--- config.mk ---
export PLATFORM = sky130hd
export DESIGN_NAME = rate_governor
export DESIGN_NICKNAME = d
export VERILOG_FILES = /design/src/rtl/rg_pkg.sv /design/src/rtl/rg_activity.sv /design/src/rtl/rg_cfg_regs.sv /design/src/rtl/rg_enable_gen.sv /design/src/rtl/rate_governor.sv
export SDC_FILE = /design/constraint.sdc
export NUM_CORES = 1
export LEC_CHECK = 0
export ABC_AREA = 1
export BUFFER_PORTS_ARGS = -buffer_cell sky130_fd_sc_hd__buf_4
export CORE_UTILIZATION = 30
export DETAILED_ROUTE_END_ITERATION = 10
export PLACE_DENSITY = 0.57
export SLEW_MARGIN = 10
export SYNTH_ARGS = -nofsm -noshare
export SYNTH_HDL_FRONTEND = slang
export SYNTH_HIERARCHICAL = 1
export SYNTH_SLANG_ARGS = --single-unit
--- constraint.sdc ---
create_clock -name clk -period 2.2 [get_ports clk]
set_input_delay 0.22 -clock clk [delete_from_list [all_inputs] [get_ports clk]]
set_output_delay 0.22 -clock clk [all_outputs]
set_load 0.03 [all_outputs]
--- src/rtl/rg_pkg.sv ---
`timescale 1ns/1ps
// Package: shared policy encoding for the rate governor.
// Assumes the policy field is two bits wide; 10 is reserved and decodes as fast.
package rg_pkg;

    typedef enum logic [1:0] {
        POL_FAST   = 2'b00,
        POL_SLOW   = 2'b01,
        POL_RSVD   = 2'b10,
        POL_FOLLOW = 2'b11
    } rate_policy_e;

    // Decide whether the divided rate is wanted for a policy and activity level.
    function automatic logic slow_wanted(input rate_policy_e pol, input logic busy);
        case (pol)
            POL_SLOW:   return 1'b1;
            POL_FOLLOW: return ~busy;
            default:    return 1'b0;
        endcase
    endfunction

endpackage

--- src/rtl/rg_activity.sv ---
`timescale 1ns/1ps
// Module: rg_activity
// Folds thread busy flags and wake requests from timers and ports into one
// activity bit. Assumes all inputs are already synchronous to clk.
module rg_activity #(
    parameter int NT  = 8,
    parameter int NTM = 4,
    parameter int NP  = 4
) (
    input  logic [NT-1:0]  thread_active,
    input  logic [NTM-1:0] timer_wake,
    input  logic [NP-1:0]  port_wake,
    output logic           any_busy
);
    localparam int NSRC = NT + NTM + NP;

    logic [NSRC-1:0] src;
    logic [NSRC:0]   chain;

    // Collect every activity source into one flat vector.
    always_comb src = {port_wake, timer_wake, thread_active};

    assign chain[0] = 1'b0;
    // OR chain across all sources, one stage per source.
    for (genvar i = 0; i < NSRC; i++) begin : g_or
        assign chain[i+1] = chain[i] | src[i];
    end

    assign any_busy = chain[NSRC];
endmodule

--- src/rtl/rg_cfg_regs.sv ---
`timescale 1ns/1ps
// Module: rg_cfg_regs
// Holds the divider value and the rate policy. It also gives the divider value
// as it will stand after this edge, so a same-cycle write is seen at once.
// Assumes write strobes are single-cycle and synchronous.
module rg_cfg_regs
    import rg_pkg::*;
#(
    parameter int DW = 8
) (
    input  logic          clk,
    input  logic          rst_n,
    input  logic          div_we,
    input  logic [DW-1:0] div_data,
    input  logic          mode_we,
    input  logic [1:0]    mode_data,
    output logic [DW-1:0] div_q,
    output logic [DW-1:0] div_next,
    output logic          div_written,
    output rate_policy_e  policy_q
);
    // Divider storage register.
    always_ff @(posedge clk) begin
        if (!rst_n)      div_q <= '0;
        else if (div_we) div_q <= div_data;
    end

    // Policy storage register.
    always_ff @(posedge clk) begin
        if (!rst_n)       policy_q <= POL_FAST;
        else if (mode_we) policy_q <= rate_policy_e'(mode_data);
    end

    // Forward a write in progress so the countdown can load the fresh value.
    always_comb begin
        div_next    = div_we ? div_data : div_q;
        div_written = div_we;
    end
endmodule

--- src/rtl/rg_enable_gen.sv ---
`timescale 1ns/1ps
// Module: rg_enable_gen
// Tracks fast/slow state and the divided countdown and produces the enable.
// Slow-to-fast takes effect on the next edge. Fast-to-slow loads the countdown
// with n after the current (single-cycle) pulse, spacing pulses n+1 apart.
// Assumes want_slow is settled before each edge.
module rg_enable_gen #(
    parameter int DW = 8
) (
    input  logic          clk,
    input  logic          rst_n,
    input  logic          want_slow,
    input  logic [DW-1:0] div_q,
    input  logic [DW-1:0] div_next,
    input  logic          div_written,
    output logic          en,
    output logic          slow,
    output logic [DW-1:0] cnt
);
    logic          slow_q;
    logic [DW-1:0] cnt_q;
    logic          at_zero;

    // Detect the end of a divided period.
    always_comb at_zero = (cnt_q == '0);

    // State and countdown update with priority: leave slow, load, wrap, count.
    always_ff @(posedge clk) begin
        if (!rst_n) begin
            slow_q <= 1'b0;
            cnt_q  <= '0;
        end else if (!want_slow) begin
            slow_q <= 1'b0;
            cnt_q  <= '0;
        end else if (!slow_q || div_written) begin
            slow_q <= 1'b1;
            cnt_q  <= div_next;
        end else if (at_zero) begin
            cnt_q  <= div_q;
        end else begin
            cnt_q  <= cnt_q - 1'b1;
        end
    end

    // Enable is continuous when fast, once per period when slow.
    always_comb begin
        en   = !slow_q || at_zero;
        slow = slow_q;
        cnt  = cnt_q;
    end
endmodule

--- src/rtl/rate_governor.sv ---
`timescale 1ns/1ps
// Module: rate_governor (top)
// Produces the core clock enable at full rate or at 1/(n+1) of full rate,
// as picked by the policy field and live thread/wake activity.
// Assumes a single clock domain and synchronous active-low reset.
module rate_governor
    import rg_pkg::*;
#(
    parameter int NT  = 8,
    parameter int NTM = 4,
    parameter int NP  = 4,
    parameter int DW  = 8
) (
    input  logic           clk,
    input  logic           rst_n,
    input  logic           cfg_div_we,
    input  logic [DW-1:0]  cfg_div_data,
    input  logic           cfg_mode_we,
    input  logic [1:0]     cfg_mode_data,
    input  logic [NT-1:0]  thread_active,
    input  logic [NTM-1:0] timer_wake,
    input  logic [NP-1:0]  port_wake,
    output logic           core_clk_en,
    output logic           standby_stat,
    output logic [DW-1:0]  div_count
);
    logic          any_busy;
    logic [DW-1:0] div_q;
    logic [DW-1:0] div_next;
    logic          div_written;
    rate_policy_e  policy_q;
    logic          want_slow;

    rg_activity #(.NT(NT), .NTM(NTM), .NP(NP)) u_act (
        .thread_active (thread_active),
        .timer_wake    (timer_wake),
        .port_wake     (port_wake),
        .any_busy      (any_busy)
    );

    rg_cfg_regs #(.DW(DW)) u_cfg (
        .clk         (clk),
        .rst_n       (rst_n),
        .div_we      (cfg_div_we),
        .div_data    (cfg_div_data),
        .mode_we     (cfg_mode_we),
        .mode_data   (cfg_mode_data),
        .div_q       (div_q),
        .div_next    (div_next),
        .div_written (div_written),
        .policy_q    (policy_q)
    );

    // Policy decision from the stored policy and current activity.
    always_comb want_slow = slow_wanted(policy_q, any_busy);

    rg_enable_gen #(.DW(DW)) u_gen (
        .clk         (clk),
        .rst_n       (rst_n),
        .want_slow   (want_slow),
        .div_q       (div_q),
        .div_next    (div_next),
        .div_written (div_written),
        .en          (core_clk_en),
        .slow        (standby_stat),
        .cnt         (div_count)
    );
endmodule

Word level (Yosys, flattened, before mapping). Cells that the tools add are included.

Flip-flop bits (word level): 19.

Reduce and logical (&&, ||, !) cells: 5. Multiplexer cells: 4. $add $sub $neg: 1. Equal/unequal tests: 2. Bitwise operators: 16.

Operators by type and width (number): $mux W8 (3); $or A1 B1 Y1 (15); $logic_not A8 Y1 (1); $sub A8 B1 Y8 const B (1); $eq A2 B1 Y1 const B (1); $eq A2 B2 Y1 const B (1); $logic_or A1 B1 Y1 (2); $pmux W1 S2 (1); $reduce_and A2 Y1 (1); $logic_not A1 Y1 (1); $not A1 Y1 (1).

Depth between registers and ports, before layout. Gate-level depths: netlist of run 1.

Depth after elaboration: 18. Depth in mapped cells: 10.

Hierarchy. The synthesis of run 1 kept the hierarchy.

Modules (own cells, without submodules): rg_enable_gen (instances 1, seq. area each 180.2 um^2, area each 656.9 um^2, cells each 101); rg_cfg_regs (instances 1, seq. area each 200.2 um^2, area each 470.5 um^2, cells each 77); rg_activity (instances 1, seq. area each 0.0 um^2, area each 56.3 um^2, cells each 15); rate_governor (instances 1, seq. area each 0.0 um^2, area each 12.5 um^2, cells each 2).

Worst setup path before layout of run 1. OpenSTA, ideal clock, no wires.

Path kind: reg2out. Start: register u_gen.cnt_q[0] (netlist: u_gen/cnt[0]). End: output port core_clk_en. Stages on the path, launching flop included: 8. Slack: 0.607 ns. Data arrival time: 1.373 ns. Cells stage by stage: dfxtp_1 > inv_1 > ha_1 > nand3_1 > inv_1 > nand2_2 > buf_6 > nand2_1.

Word-level cells in the longest chain between the ends: 2.

RTL lines: start, declared (RTL line rg_enable_gen.sv:21) `logic [DW-1:0] cnt_q;`; start signal, assigned (RTL line rg_enable_gen.sv:37) `cnt_q <= div_next;`; start signal, assigned (RTL line rg_enable_gen.sv:39) `cnt_q <= div_q;`; start signal, assigned (RTL line rg_enable_gen.sv:41) `cnt_q <= cnt_q - 1'b1;`; $logic_not A8 Y1 (RTL line rg_enable_gen.sv:25) `always_comb at_zero = (cnt_q == '0);`; $logic_or A1 B1 Y1 (RTL line rg_enable_gen.sv:47) `en = !slow_q || at_zero;`; end, declared (RTL line rate_governor.sv:23) `output logic core_clk_en,`.

No other way between the ends.

Worst setup path in the final report of run 1. Ends and elaborated chain as after synthesis.

==> results of run 1 <==
worst paths after layout:
| kind | startpoint | to | slack (ps) |
|---|---|---|---|
| worst max-delay path | u_gen/cnt[0] | core_clk_en | 480 |
| worst min register to register | u_cfg/policy_q[0] | u_cfg/policy_q[0] | 520 |
| worst min-delay path | cfg_mode_data[1] | u_cfg/policy_q[1] | 180 |
| worst max register to register | u_gen/cnt[0] | u_gen/cnt[4] | 800 |
registers in the layout, indices dropped and copies added, names as in the netlist:
signal,flops
u_cfg/div_q,8
u_cfg/policy_q,2
u_gen/cnt,8
u_gen/slow,1
critical path, stage by stage (launching register included):
cell,delay [ps]
dfxtp_1,350
inv_1,90
ha_1,200
nand3_1,110
inv_1,60
nand2_2,190
nand2_1,80
buf_4,170
cells by family after synthesis:
family,count (synthesis)
compound gates,19
fa+ha+maj,2
buf+inv,52
flops,19
simple gates,103
power breakdown:
| group | switching, mW | total (mW) | internal (mW) |
|---|---|---|---|
| logic | 0.111 | 0.198 | 0.0864 |
| clock network | 0.112 | 0.237 | 0.126 |
| registers | 0.0126 | 0.375 | 0.362 |
| total | 0.236 | 0.809 | 0.574 |
per-stage QoR:
step / hold WS (ps) / instance area (um2)
detailed placement: 446.3 / 1519
finish: 183.6 / 1565
global route: 194.6 / 1565
CTS: 180.8 / 1565
global placement: 449.7 / 1519
floorplan: 354.9 / 1196
final cells by class:
class                   instances  share of cell area, %
flip-flops and latches         19                  24.30
multi-input cells             124                  36.61
repair buffers                 39                  18.71
clock buffers                   3                  2.638
inverters                      49                  13.59
clock inverters                 1                 0.3197
well taps                      48                  3.837
per-layer routing:
layer / part of all wire [%] / GRT usage [%] / up-vias
li1: - / - / 658
met1: 52 / 18.72 / 458
met2: 44 / 19.40 / 21
met3: 3.6 / 2.083 / 2
met4: 0.52 / 4.076 / 0
met5: 0 / 0 / -
placed cells by master (no fill, tap or decap), types with 2 or more instances in the layout:
cell type  synthesis  layout
inv_1             45      45
ha_1               2       2
buf_4              1      39
dfxtp_1           19      19
a21oi_2            2       2
inv_2              2       2
o211ai_1           3       3
o21ai_0            7       7
nand2_1           54      54
clkbuf_8           0       3
nand2_2            2       2
nor2_2             5       5
nand3_1           12      12
nor2_1            28      28
a21oi_1            7       7
synth_stat cells:
| library cell | number | area, um2 |
|---|---|---|
| a21oi_1 | 7 | 35.03 |
| a21oi_2 | 2 | 17.52 |
| buf_4 | 1 | 7.510 |
| buf_6 | 2 | 22.52 |
| bufinv_16 | 1 | 30.03 |
| dfxtp_1 | 19 | 380.4 |
| ha_1 | 2 | 25.02 |
| inv_1 | 45 | 168.9 |
| inv_2 | 2 | 7.510 |
| inv_4 | 1 | 6.260 |
| nand2_1 | 54 | 202.7 |
| nand2_2 | 2 | 12.51 |
| nand3_1 | 12 | 60.06 |
| nand4_1 | 1 | 6.260 |
| nor2_1 | 28 | 105.1 |
| nor2_2 | 5 | 31.28 |
| nor2_8 | 1 | 20.02 |
| o211ai_1 | 3 | 22.52 |
| o21ai_0 | 7 | 35.03 |
==> summary.txt, run 1 <==
Synth
  • Mapped Avg Cell Area: 6.134 um2
  • Post-Synth Simple-Gate Area: 36.61%
  • Post-Syn Instances: 195
  • Adder-cell area share of the yosys netlist: 2.092%
  • Distinct cells, synth: 19
  • Yosys warns: 6
  • Seq/Total Area, Yosys: 31.80%
  • Post-Synth XOR/XNOR Area: 0%
  • Main combinational cell family by area after synthesis: simple AND/OR/NAND/NOR gates
  • Flops & latches, synth: 19
  • Post-Syn Nets: 227
  • Mapped Area: 0.001196 mm2
  • Proportion of synthesized area in mux cells: 0%
  • Post-synthesis compound-gate area fraction: 9.205%

Timing
  • Max Freq: 582.4 MHz
  • Unrepaired setup endpoints after global routing: no
  • Setup TNS: 0 ps
  • Final hold violations: 0
  • Fin. max-slew vios: 0
  • Period utilization: 78.04%
  • Final setup margin: 483.0 ps
  • Final min period: 1717 ps
  • Worst-case clock skew: 2.479 ps
  • Setup violations, final: 0
  • Slew headroom: 80.90%
  • Worst-Margin Slew: 286.1 ps

Final layout
  • Footprint of the multi-input gates: 573.1 um2
  • Diodes inserted: 0
  • Area Growth Syn to Fin: 30.86%
  • Layout fillers: 432
  • Nets: 268
  • Share of cells above drive strength 1: 24.26%
  • FF+latch area: 380.4 um2
  • Final Util: 41.81%
  • Fin cells: 283

Routing
  • Drt drc: 0
  • DR pass1 iterations: 4
  • WL final: 2.487 mm
  • Via density per instance: 4.025
  • DR vias: 1,139
  • Number of DRC markers in iteration 0: 83
  • DR WL/cell: 8.788 um
  • Routed Antenna Nets: 0

Clock tree
  • Clock sink count: 19
  • Root Driver: clkbuf_8
  • Worst-case clock buffer depth: 2
  • TritonCTS Buffers: 3
  • Cts repair resizes: 0
  • Cts hold-fix bufs: 0
  • CTS tree: yes
  • Clk pin slew, worst setup/hold paths: 70 ps
  • Skew-Pair Late Insertion Delay: 250 ps
  • Post-CTS setup buffers: 0
  • H-tree Lvls: 1

Pwr
  • Worst VDD drop: 0.1758 mV
  • Pleak: 0.8747 nW
  • Power Total: 809.5 uW
  • Pwr Density: 517.2 mW/mm2

GRT
  • Largest net degree at the start of global routing: 12
  • All-Layer GR Usage: 12.92%
  • First-pass GRT wire length: 4.347 mm
  • Vias in the first global route: 997
  • Gr ovfl total: 0
  • Initial antenna violation count: 0

Place
  • RD Place Congestion: 0.7591
  • Post-placement cell count: 279
  • Final HPWL DP: 2.019 mm
  • DP Worst Slack: 756.8 ps
  • I/O Buffers: 39

Setup path
  • Crit-path max FO: 11
  • Crit path kind: reg -> out
  • Crit. End Element: output port
  • Worst EP required: 1980 ps
  • CP Launch Type: register
  • Reg2Reg Depth: 8
  • WP data arrival: 1500 ps

Floorplanning
  • Die footprint: 0.004244 mm2
  • Die Span X: 65.15 um
  • Core area: 0.003744 mm2
  • Site row count: 22
  • Initial Utilization: 31.95%
  • Ports: 40
  • Die Y: 65.15 um

Hold path
  • Hold path depth: 3
  • Worst Hold Class: in -> reg

Outcome
  • Status: complete, no violations

Run
  • Max-cap violations: 0
(Power assumes the default switching activity.)
==> run 2, diff against run 1 <==
clock period = 1.6 ns   (was 2.2 ns; I/O delays follow)
==> run 2 against run 1 <==
  * Critical path depth stayed put
  * Via count is 0.26% higher
  * Register-to-register slack worse by 630 ps
  * Setup slack worse by 360 ps
  * Global-route usage is 0.57 points higher
  * Combinational power is 43% higher
==> summary.txt, run 2 (synthesis results as in run 1) <==
Setup path
  • CP Launch Type: register
  • Worst path cell trace: inv_1, ha_1, nand3_1, inv_1, nand2_4, nand2_1, buf_4
  • Reg2reg start: u_gen/cnt[1]
  • Delay-heaviest family, CP: flip-flops
  • WP data arrival: 1320 ps
  • Crit path capture: core_clk_en
  • Critical Path Stages: 7
  • Critical Path Most Common Cell: inv_1
  • R2R Path End: u_gen/cnt[6]
  • Crit-path max FO: 3
  • Worst EP required: 1440 ps
  • Crit path kind: reg -> out
  • Crit. End Element: output port
  • Max incr delay on CP: 360 ps
  • Worst setup startpoint: u_gen/cnt[1]
  • CP Buf/Inv Count: 3
  • Reg2Reg Depth: 9
  • Slowest cell on crit path: dfxtp_1
  • R2R Setup Slk: 170 ps

Floorplanning
  • Die footprint: 0.004244 mm2
  • Core area: 0.003744 mm2
  • Die Y: 65.15 um
  • Die Span X: 65.15 um
  • Site row count: 22
  • Initial Utilization: 31.95%
  • Ports: 40

Clock tree
  • Skew-Pair Late Insertion Delay: 250 ps
  • CTS tree: yes
  • Cts hold-fix bufs: 0
  • H-tree Lvls: 1
  • TritonCTS Buffers: 3
  • Clk pin slew, worst setup/hold paths: 70 ps
  • Root Driver: clkbuf_8
  • Worst-case clock buffer depth: 2
  • Clock sink count: 19

Place
  • Final HPWL DP: 2.089 mm
  • DP Area: 0.001519 mm2
  • I/O Buffers: 39
  • RD Place Congestion: 0.8283

Routing
  • Routed Antenna Nets: 0
  • Top routing layer used: met4
  • Wire length on met1: 1.343 mm
  • Drt drc: 0
  • WL final: 2.593 mm
  • DR WL/cell: 9.130 um
  • Routed length on met2: 1.146 mm
  • DR pass1 iterations: 4
  • DR vias: 1,142
  • Number of DRC markers in iteration 0: 75
  • Via density per instance: 4.021
  • Wire length on met3: 82 um

GRT
  • First-pass GRT wire length: 4.505 mm
  • All-Layer GR Usage: 13.49%
  • Largest net degree at the start of global routing: 11
  • Gr ovfl total: 0
  • Vias in the first global route: 1,072
  • Initial antenna violation count: 0

Final layout
  • Commonest non-fill, non-tap cell in the layout: nand2_1
  • Share of cells above drive strength 1: 24.58%
  • Diodes inserted: 0
  • Area Growth Syn to Fin: 31.90%
  • Layout fillers: 438
  • Nets: 269
  • Final instance area: 0.001578 mm2
  • Most frequent cells in the layout: nand2_1 (54), inv_1 (45), buf_4 (40), nor2_1 (28), dfxtp_1 (18)

Pwr
  • Pwr Density: 712.1 mW/mm2
  • Worst VDD drop: 0.2746 mV
  • Pleak: 0.8788 nW
  • Power Total: 1.124 mW

Timing
  • Worst-case clock skew: 2.820 ps
  • Final hold violations: 0
  • Setup TNS: 0 ps
  • Final min period: 1476 ps
  • Fin. max-slew vios: 0
  • Period utilization: 92.23%
  • Slew headroom: 80.55%
  • Worst-Margin Slew: 291.4 ps
  • Unrepaired setup endpoints after global routing: no
  • Setup violations, final: 0
  • Max Freq: 677.7 MHz

Hold path
  • HP Start: cfg_mode_data[0]
  • Worst Hold Class: in -> reg

Outcome
  • Status: complete, no violations

Run
  • Max-cap violations: 0
[run 2: through the flow]
stage / utilization [%] / setup slack [ps] / hold slack [ps] / std cells
finish: 42.15 / 124.3 / 134.6 / 284
floorplan: - / 67.21 / 294.9 / 195
CTS: 42.11 / 83.55 / 132.3 / 284
global placement: 40.57 / 183.4 / 386.9 / 279
detailed placement: 40.57 / 165.3 / 391.7 / 279
global route: 42.15 / 7.756 / 138.0 / 284
[run 2: tightest hold or removal path, stage by stage]
cell and delay (ps):
buf_4 80, nor2_1 30, nor2_1 80
[run 2: report_power, final]
part | internal, mW | switching (mW) | total (mW)
registers | 0.498 | 0.0175 | 0.515
logic | 0.126 | 0.158 | 0.283
clock network | 0.176 | 0.148 | 0.325
[run 2: worst min-delay path by stage]
stage	end	slack [ps]	cells past startpoint
floorplan	u_cfg/policy_q[0]	290	2
global placement	u_cfg/policy_q[1]	390	3
detailed placement	u_cfg/policy_q[0]	390	3
CTS	u_cfg/policy_q[0]	130	3
global route	u_cfg/policy_q[0]	140	3
finish	u_cfg/policy_q[0]	130	3
[run 2: timing repair]
item,4_1_cts,5_1_grt
gates resized for setup,1,1
setup endpoints to repair,1,1
pin swaps,1,0
setup buffers,1,0
[run 2: area by class of cell]
cell class	instances	area, um2	share of cell area (%)
inverter	49	212.7	13.48
timing repair buffer	40	300.3	19.03
tap	48	60.06	3.807
multi-input combinational	124	578.1	36.64
clock buffer	4	45.04	2.855
sequential	19	381.6	24.19
[run 2: metal layers]
metal  vias to the layer above  global-route usage, %
li1                        658                      -
met1                       460                  18.33
met2                        22                  21.88
met3                         2                  2.083
met4                         0                  4.076
met5                         -                      0
==> run 3, diff against run 2 <==
PLACE_DENSITY = 0.58   (was 0.57)
SYNTH_HIERARCHICAL = not set   (was 1)
==> run 3 against run 2 <==
  * Final area shrank 8.2%
  * Fmax shrank 0.39%
  * Sequential power is essentially flat
  * Flip-flop and latch count is the same
  * Critical path depth is the same
  * Wire length shrank 8.4%
  * Via count shrank 6.0%
  * Setup slack lost 5.7 ps
  * Clock skew shrank 0.83 ps
  * Total power shrank 8.2%
  * Register-to-register slack gained 100 ps
  * Core utilization grew 0.93 points
  * Critical path type unchanged
  * Highest routed layer unchanged
==> summary.txt, run 3 <==
Pwr
  • Pleak: 0.7495 nW
  • Int Pwr: 726.8 uW
  • Switch share: 29.51%
  • Reg power frac: 49.8%
  • Sw Pwr: 304.2 uW
  • Power Total: 1.031 mW
  • Pwr Density: 711.6 mW/mm2
  • Share of total power in combinational logic: 26.1%
  • Worst VDD drop: 0.3572 mV
  • Power share of the clock group: 24.1%

Timing
  • Unrepaired setup endpoints after global routing: no
  • Final min period: 1481 ps
  • Setup violations, final: 0
  • Max Freq: 675.0 MHz
  • Setup TNS: 0 ps
  • Fin. max-slew vios: 0
  • Slew headroom: 81.61%
  • Period utilization: 92.59%
  • Final hold violations: 0
  • Worst-Margin Slew: 273.0 ps
  • Worst-case clock skew: 1.987 ps

Routing
  • Wire length on met1: 1.173 mm
  • WL final: 2.375 mm
  • DR WL/cell: 9.350 um
  • Routed length on met2: 1.088 mm
  • DR pass1 iterations: 4
  • Number of DRC markers in iteration 0: 56
  • Wire length on met3: 72 um
  • Via density per instance: 4.224
  • DR vias: 1,073
  • Routed Antenna Nets: 0
  • Drt drc: 0
  • Top routing layer used: met4

GRT
  • First-pass GRT wire length: 3.988 mm
  • Largest net degree at the start of global routing: 12
  • Initial antenna violation count: 0
  • All-Layer GR Usage: 14.15%
  • Vias in the first global route: 967
  • Gr ovfl total: 0

Final layout
  • Nets: 241
  • Diodes inserted: 0
  • Fin cells: 254
  • Layout fillers: 389
  • Share of cells above drive strength 1: 29.33%
  • Final Util: 43.08%
  • Most frequent cells in the layout: buf_4 (42), nand2_1 (41), nor2_1 (33), inv_1 (17), dfxtp_1 (17)
  • Area Growth Syn to Fin: 37.04%
  • Commonest non-fill, non-tap cell in the layout: buf_4

Setup path
  • WP data arrival: 1320 ps
  • Crit path kind: reg -> out
  • Delay-heaviest family, CP: flip-flops
  • CP Buf/Inv Count: 3
  • Worst path cell trace: inv_2, ha_1, nand2_1, nor2_4, inv_2, nand2_1, buf_6
  • Worst EP required: 1440 ps
  • CP Launch Type: register
  • Crit-path max FO: 4
  • Slowest cell on crit path: dfxtp_2
  • Crit. End Element: output port
  • Max incr delay on CP: 340 ps

Synth
  • Top post-synthesis cells by count: nand2_1 (41), nor2_1 (33), inv_1 (20), dfxtp_1 (19), a21oi_1 (12)
  • Seq/Total Area, Yosys: 35.98%
  • Yosys warns: 0
  • Most used DFF post-synth: dfxtp_1
  • Post-Syn Nets: 196
  • Mapped Avg Cell Area: 6.447 um2
  • Post-Syn Instances: 164
  • Synth area leader: dfxtp_1
  • Distinct cells, synth: 19
  • Synth top area cells: dfxtp_1 (36%), nand2_1 (15%), nor2_1 (12%)
  • Flops & latches, synth: 19
  • Mapped Area: 0.001057 mm2
  • Number of flops mapped to enable cells by yosys: 0
  • Dominant cell by count in the synthesized netlist: nand2_1
  • Post-synth ARST share: 0%
  • Top cell type's share of synthesized area: 35.98%

Clock tree
  • Root Driver: clkbuf_4
  • H-tree Lvls: 1
  • Clk pin slew, worst setup/hold paths: 110 ps
  • Worst-case clock buffer depth: 2
  • Skew-Pair Late Insertion Delay: 300 ps
  • TritonCTS Buffers: 3
  • Clock sink count: 19
  • CTS tree: yes

Place
  • Final HPWL DP: 1.840 mm
  • I/O Buffers: 39
  • RD Place Congestion: 0.7614
  • Post-placement cell count: 248

Floorplanning
  • Die Y: 61.37 um
  • Site row count: 21
  • Die footprint: 0.003766 mm2
  • Die Span X: 61.37 um
  • Core area: 0.003363 mm2
  • Initial Utilization: 31.44%
  • Ports: 40

Outcome
  • Status: complete, no violations

Run
  • Max-cap violations: 0

Hold path
  • Worst Hold Class: in -> reg
run 3: area by class of cell:
class,count,area [um2],share of cell area [%]
clock buffers,4,26.28,1.813
well taps,46,57.56,3.972
multi-input cells,121,576.8,39.81
inverters,21,78.83,5.440
flip-flops and latches,19,382.9,26.42
repair buffers,43,326.6,22.54
run 3: worst paths after layout:
kind | startpoint | end | slack, ps | depth (start not counted)
max reg2reg | u_gen.cnt[0] | u_gen.cnt[1] | 270 | 9
min reg2reg | u_cfg.policy_q[0] | u_cfg.policy_q[0] | 510 | 2
max | u_gen.cnt[0] | core_clk_en | 120 | 7
min | cfg_mode_data[1] | u_cfg.policy_q[1] | 70 | 3
run 3: through the flow:
step                hold WS (ps)  area [um2]  setup WS, ps
floorplan                  294.9        1057         130.3
global placement           393.4        1401         258.7
detailed placement         394.6        1401         274.0
CTS                        70.58        1428         18.64
global route               87.62        1449         21.48
finish                     74.19        1449         118.6
run 3: power by group through the flow:
stage / Clock (mW) / Sequential [mW] / Combinational, mW
6_report: 0.248 / 0.514 / 0.269
5_1_grt: 0.278 / 0.517 / 0.302
4_1_cts: 0.255 / 0.514 / 0.256
3_5_place_dp: 0 / 0.524 / 0.253
3_3_place_gp: 0 / 0.524 / 0.255
2_1_floorplan: 0 / 0.534 / 0.151
run 3: cell families (layout without fill, tap and decap cells):
family,count (synthesis),after routing,share of synthesized area [%]
AOI/OAI and AO/OA,26,26,13.49
muxes,1,1,0.9468
DFF,19,19,35.98
xor gates and xnor gates,1,1,0.8286
buffers and inverters,24,68,9.467
adders and majority gates,2,2,2.366
and+or+nand+nor,91,91,36.92
run 3: tightest hold or removal path: cells and delay by family:
kind | cells | cell delay (ps)
buf+inv | 1 | 80
simple gates | 2 | 110
run 3: what timing repair did:
action / 4_1_cts / 5_1_grt
gates resized for setup: 1 / 5
setup endpoints to repair: 1 / 1
hold buffers: 0 / 0
setup buffers: 0 / 2
endpoints found under the hold margin: 0 / 0
run 3: layer usage:
layer	global-route usage, %	up-vias
met3	1.471	5
met2	22.98	21
met1	19.28	446
met4	5.714	0
li1	-	601
met5	0	-
